File: src/rtl/drc_pkg.sv
package drc_pkg;

  typedef enum logic [1:0] {
    RULE_NONE  = 2'd0,
    RULE_WIDTH = 2'd1,
    RULE_SPACE = 2'd2,
    RULE_CROSS = 2'd3
  } rule_e;

  typedef enum logic [1:0] {
    CFG_WIDTH = 2'd0,
    CFG_SPACE = 2'd1,
    CFG_CROSS = 2'd2
  } cfg_kind_e;

  // Orientation pattern that selects which check applies.
  function automatic rule_e pick_rule(input logic same, input logic o_ref,
                                      input logic o_cur);
    rule_e r;
    r = RULE_NONE;
    if (same) begin
      if (!o_ref && o_cur)      r = RULE_WIDTH;
      else if (o_ref && !o_cur) r = RULE_SPACE;
    end else if (o_ref && !o_cur) begin
      r = RULE_CROSS;
    end
    return r;
  endfunction

  // Ending endpoints that must be extended into virtual edges.
  function automatic logic needs_virtual(input logic orient, input logic right_in);
    return orient ? right_in : !right_in;
  endfunction

endpackage

File: src/rtl/drc_lane.sv
module drc_lane
  import drc_pkg::*;
#(
  parameter int YW  = 18,
  parameter int TW  = 6,
  parameter int LW  = 2,
  parameter int IDX = 0
) (
  input  logic          clk,
  input  logic          rst_n,
  input  logic          clr,
  input  logic          upd,
  input  logic          chk,
  input  logic [YW-1:0] cur_y,
  input  logic [LW-1:0] cur_layer,
  input  logic          cur_o,
  input  logic          cur_start,
  input  logic          cur_tstart,
  input  logic [TW-1:0] thr_w,
  input  logic [TW-1:0] thr_s,
  input  logic [TW-1:0] thr_x,
  output logic          hit,
  output logic [1:0]    rule,
  output logic [YW-1:0] yref
);

  localparam int PADW = YW - TW;

  logic          v_q, o_q, s_q;
  logic [YW-1:0] y_q;

  // True when 0 < a - b < thr.
  function automatic logic in_window(input logic [YW-1:0] a, input logic [YW-1:0] b,
                                     input logic [TW-1:0] thr);
    logic [YW:0] d;
    d = {1'b0, a} - {1'b0, b};
    return !d[YW] && (d[YW-1:0] != '0) && (d[YW-1:0] < {{PADW{1'b0}}, thr});
  endfunction

  rule_e         r;
  logic [TW-1:0] thr;
  logic          same;

  assign same = (cur_layer == LW'(IDX));

  always_comb begin
    r = v_q ? pick_rule(same, o_q, cur_o) : RULE_NONE;
    unique case (r)
      RULE_WIDTH: thr = thr_w;
      RULE_SPACE: thr = thr_s;
      RULE_CROSS: thr = thr_x;
      default:    thr = '0;
    endcase
  end

  // Flagging: current true start, or stored point was a start.
  assign hit  = chk && (r != RULE_NONE) && in_window(cur_y, y_q, thr) &&
                (cur_tstart || s_q);
  assign rule = r;
  assign yref = y_q;

  always_ff @(posedge clk) begin
    if (!rst_n) begin
      v_q <= 1'b0;
      o_q <= 1'b0;
      s_q <= 1'b0;
      y_q <= '0;
    end else if (clr) begin
      v_q <= 1'b0;
    end else if (upd) begin
      v_q <= 1'b1;
      o_q <= cur_o;
      s_q <= cur_start;
      y_q <= cur_y;
    end
  end

endmodule

File: config.mk
export PLATFORM = sky130hd
export DESIGN_NAME = drc_lane
export DESIGN_NICKNAME = d
export VERILOG_FILES = /design/src/rtl/drc_pkg.sv /design/src/rtl/drc_lane.sv
export SDC_FILE = /design/constraint.sdc
export NUM_CORES = 1
export LEC_CHECK = 0
export BUFFER_PORTS_ARGS = -buffer_cell sky130_fd_sc_hd__buf_2
export CORE_ASPECT_RATIO = 0.5
export CORE_UTILIZATION = 51
export DETAILED_ROUTE_END_ITERATION = 8
export PLACE_DENSITY = 0.87
export SLEW_MARGIN = 30
export SYNTH_ARGS = -nofsm -noshare
export SYNTH_HDL_FRONTEND = slang
export SYNTH_SLANG_ARGS = --single-unit
File: constraint.sdc
create_clock -name clk -period 4.1 [get_ports clk]
set_input_delay 0.615 -clock clk [delete_from_list [all_inputs] [get_ports clk]]
set_output_delay 0.615 -clock clk [all_outputs]
set_load 0.1 [all_outputs]
After elaboration in Yosys (flattened, before gate mapping)
Cells that the tools add are included.
Widths: inputs -> output; s select.
{"block": "word_totals", "reg_bits": 21, "in_bits": 46, "output_inout_bits": 21, "elab_cells": 33}
{"block": "op_classes", "n_addsub": 1, "n_lt_le_gt_ge": 1, "n_eq_ne": 3, "n_mux": 6, "bitwise_logic": 2, "n_reduce_logical": 16}
{"operator": "$sub 18x18->19", "n": 1}
{"operator": "$lt 18x6->1", "n": 1}
{"operator": "$pmux 6 s3", "n": 1}
{"operator": "$reduce_bool 18->1", "n": 1}
{"operator": "$mux 2", "n": 5}
{"operator": "$logic_and 1x1->1", "n": 7}
{"operator": "$eq 2x2->1 const B", "n": 2}
{"operator": "$logic_not 1->1", "n": 3}
{"operator": "$eq 2x1->1 const B", "n": 1}
{"operator": "$logic_not 2->1", "n": 1}
{"operator": "$not 1->1", "n": 2}
{"operator": "$reduce_and 2->1", "n": 1}
{"operator": "$reduce_bool 2->1", "n": 1}
{"operator": "$reduce_or 2->1", "n": 1}
{"operator": "$logic_or 1x1->1", "n": 1}

Longest topological paths before layout
{"block": "logic_depth", "word_depth": 12, "ltp_mapped": 16, "ltp_nobuf": 16}

Worst setup path before layout
No wires, ideal clock.
{"block": "synth_path", "kind": "register to output", "from": "register y_q[0] (netlist: yref[0])", "to": "output hit", "arrival_time_ns": 5.228, "setup_slack_ns": -1.743, "path_stages_with_launch": 16, "path_cell_list": "dfxtp_1 -> ha_1 -> inv_1 -> fa_1 -> a211oi_1 -> nor2_1 -> xor2_1 -> ha_1 -> nand4_1 -> a21oi_1 -> nor4_1 -> nor4b_2 -> o221a_1 -> o311a_1 -> nand4_1 -> nor4_2"}
{"block": "synth_between", "elab_chain_len": 6, "word_cells_on_any_way": 8}
{"item": "start, declared", "line": "drc_lane.sv:30", "text": "logic [YW-1:0] y_q;"}
{"item": "start signal, assigned", "line": "drc_lane.sv:74", "text": "y_q <= cur_y;"}
{"item": "$sub 18x18->19 *", "line": "drc_lane.sv:36", "text": "d = {1'b0, a} - {1'b0, b};"}
{"item": "branches (longest 2 deep; another with $lt 18x6->1)"}
{"item": "$logic_and 1x1->1 *", "line": "drc_lane.sv:37", "text": "return !d[YW] && (d[YW-1:0] != '0) && (d[YW-1:0] < {{PADW{1'b0}}, thr});"}
{"item": "$logic_and 1x1->1 * (2 in a row)", "line": "drc_lane.sv:57", "text": "assign hit = chk && (r != RULE_NONE) && in_window(cur_y, y_q, thr) &&"}
{"item": "end, declared", "line": "drc_lane.sv:22", "text": "output logic hit,"}
Mark *: on every way between the ends.

Worst setup path after layout
{"block": "layout_path", "from": "input cur_y[0]", "to": "output hit"}
{"block": "layout_between", "elab_chain_len": 6, "word_cells_on_any_way": 8}
{"item": "start, declared", "line": "drc_lane.sv:14", "text": "input logic [YW-1:0] cur_y,"}
{"item": "$sub 18x18->19 *", "line": "drc_lane.sv:36"}
{"item": "branches (longest 2 deep; another with $lt 18x6->1)"}
{"item": "$logic_and 1x1->1 *", "line": "drc_lane.sv:37"}
{"item": "$logic_and 1x1->1 * (2 in a row)", "line": "drc_lane.sv:57"}
Marked as above.

==> key figures <==
Status
  • Status: finished with violations
  • Failing checks: setup timing

STA
  • RSZ-0062 raised after global routing: true
  • Tcrit/Tclk final: 106%
  • Slew margin rel.: 46.8%
  • Post-Route Skew: 0 ps
  • Setup tns final: -264 ps
  • Least-Margin Pin Slew: 798 ps
  • Final setup fails: 1
  • Highest clock rate: ~230 MHz
  • Pins Over Slew Limit: 0
  • Final min period: 4360 ps
  • Min setup slack post-route: -264 ps
  • Final Hold Vio Count: 0

Synth
  • Syn_nets: 351
  • Mapped Area: 2050 um^2
  • Top FF cell, synth: dfxtp_1
  • Commonest cells post-synth: 56 x nand2_1, 26 x a21oi_1, 25 x inv_1
  • Top-area cell type share of the netlist area: 20.5%
  • Cell with the most instances after synthesis: nand2_1
  • Async S/R FF share, synth: 0%
  • Sequential share of the synthesized area: 20.5%
  • Syn. warnings: 0
  • Library cells used by synthesis: 45
  • Number of synthesized flops with an enable pin: 0
  • Area leader, netlist: dfxtp_1
  • Post-Synthesis Cells: between 200 and 300
  • Syn avg cell area: 7.29 um^2
  • Synth top area cells: dfxtp_1 21%, ha_1 14%, nand2_1 10%, a21boi_0 7.3%, a21oi_1 6.4%
  • Register bit total from synthesis: 21

Placed design
  • Pre-CTS WS: -328 ps
  • Dpl hpwl: 4590 um
  • Port bufs: 66
  • Placed cells: 400
  • GPL Wtd Cong: around 0.95

Worst setup path
  • Element type at the critical path end: primary output
  • Crit start category: input pin
  • Crit path max fanout: 2
  • Worst r2r dst: yref[11]$_SDFFE_PN0P_
  • Worst reg2reg path depth: 2
  • Worst R2R Start: yref[11]$_SDFFE_PN0P_
  • WP data arrival: 3750 ps
  • Crit path kind: in2out
  • Worst path required time: 3480 ps
  • Setup slack, reg-to-reg: 3340 ps

Global route
  • Remaining global-route overflow: 0
  • Vias in the first global route: 2126
  • GR Util All Layers: 27.6%
  • First-pass GRT wire length: a little over 9000 um
  • Initial antenna violation count: 0
  • Largest net degree at the start of global routing: 22

Clock tree
  • Clock Tree Root: clkbuf_8
  • Htree depth: 1
  • Clk buf depth: 2
  • Clk sinks: 21
  • CTS Buf Count: 3
  • CTS clk-pin slew, worst paths: 80 ps
  • CTS tree: built
  • Clk_lat worst skew: 260 ps

Floorplan
  • Initial Util: 56.3%
  • Core Rows: 15
  • I/O pins: 67
  • Chip Width: between 90 and 100 um
  • Die height: 46.8 um
  • Die Area: between 4000 and 5000 um^2
  • Core ar.: around 3600 um^2

Hold path
  • WHS Path Cells: 2
  • Hold Crit Class: reg2reg
  • Hold wc startpoint: yref[5]$_SDFFE_PN0P_
  • Hold Path Sink: yref[5]$_SDFFE_PN0P_

Finish
  • Final #Nets: 426
  • Antenna Cells: 0
  • Layout cells sized above 1: slightly above 30%
  • Area growth, synth to finish: 28.5%
  • Non-filler cells, final: 406

Detailed routing
  • Vias per cell: 5.66
  • DR DRC count: 0
  • Iteration-0 DRC Markers: between 150 and 200
  • Routed Antenna Nets: 0
  • WL per Instance: approximately 14 um
  • Metal3 WL: 389 um
  • Via Count: 2296
  • Met2 wire length: 2700 um
  • Drt first pass iters: 5
  • Post-Route WL: between 5000 and 6000 um
  • Metal-1 WL: around 2700 um
  • Top Layer Used: met4

Pwr
  • Pwr Density: 258 nW/um^2
  • Peak VDD IR: about 130 uV
  • Lkg Pwr: 0.00114 uW
  • Total power: 680 uW

Run
  • MaxCap Viol Count: 0
-- logic make-up (layout without fill, tap and decap cells) --
| family | Yosys count | count (layout) | synth area share (%) |
|---|---|---|---|
| and+or+nand+nor | 102 | 102 | 23.8 |
| AOI/OAI and AO/OA | 88 | 88 | 27.5 |
| buffers and inverters | 34 | 108 | 7.76 |
| adders and majority gates | 24 | 24 | 15.0 |
| DFF | 21 | 21 | 20.5 |
| xor gates and xnor gates | 9 | 9 | 3.85 |
| muxes | 3 | 3 | 1.59 |
-- placed cells by master, fill, tap and decap left out, drive strengths merged, types with 5 or more instances in the layout --
master  netlist  final
inv          25     25
dfxtp        21     21
a21oi        26     26
nand2        56     56
xor2          5      5
nand2b        7      7
ha           23     23
nor2         18     18
buf           1     79
a21boi       20     20
o21ai        17     17
-- critical path: stages --
cell      delay (ps)
buf_12           110
inv_12            40
ha_4             140
inv_2             40
fa_2             340
a211oi_2         210
nor2_1            80
xor2_1           220
ha_1             290
nand4_1          140
a21oi_2           50
nor4_1           220
nor4b_2          230
o221a_1          210
o311a_1          160
nand4_1          140
nor4_4           290
buf_12           210
-- layout make-up --
class | instances | area [um^2]
clock buffer | 4 | 45.0
tap | 51 | 63.8
timing repair buffer | 79 | 458
inverter | 25 | 106
sequential | 21 | 438
fill | 301 | 1010
multi-input combinational | 226 | 1520
-- sequential cells by signal (all words and copies together) (netlist names) --
name and count:
v_q 1, s_q 1, yref 18, o_q 1
-- routing by layer --
metal / vias up / GRT usage [%]
li1: 1127 / -
met1: 1039 / 34.3
met2: 118 / 51.0
met3: 12 / 5.34
met4: 0 / 7.94
met5: - / 0
-- worst max path at each step --
stage	startpoint	endpoint	slack, ps
3_3_place_gp	cur_y[0]	hit	-190
4_1_cts	cur_y[0]	hit	-290
2_1_floorplan	cur_y[0]	hit	-500
5_1_grt	cur_y[0]	hit	-440
6_report	cur_y[0]	hit	-260
3_5_place_dp	cur_y[0]	hit	-330
-- power by group --
group / switching (uW) / internal, uW / total (uW)
sequential: 7.19 / 212 / 219
combinational: 205 / 117 / 322
clock: 69.3 / 69.4 / 139
total: 282 / 398 / 680
-- through the flow --
stage	hold WS, ps	utilization, %	cell area [um^2]
floorplan	444	-	2130
detailed placement	465	70.1	2550
CTS	479	72.3	2630
global placement	458	70.1	2550
global route	509	72.3	2630
finish	477	72.3	2630
-- repair_timing --
action	in CTS	in global routing
hold buffers	0	0
endpoints found under the setup margin	1	1
pin swaps	8	1
setup buffers	2	0
resized for setup	5	0
Power figures use the tool's default switching activity.
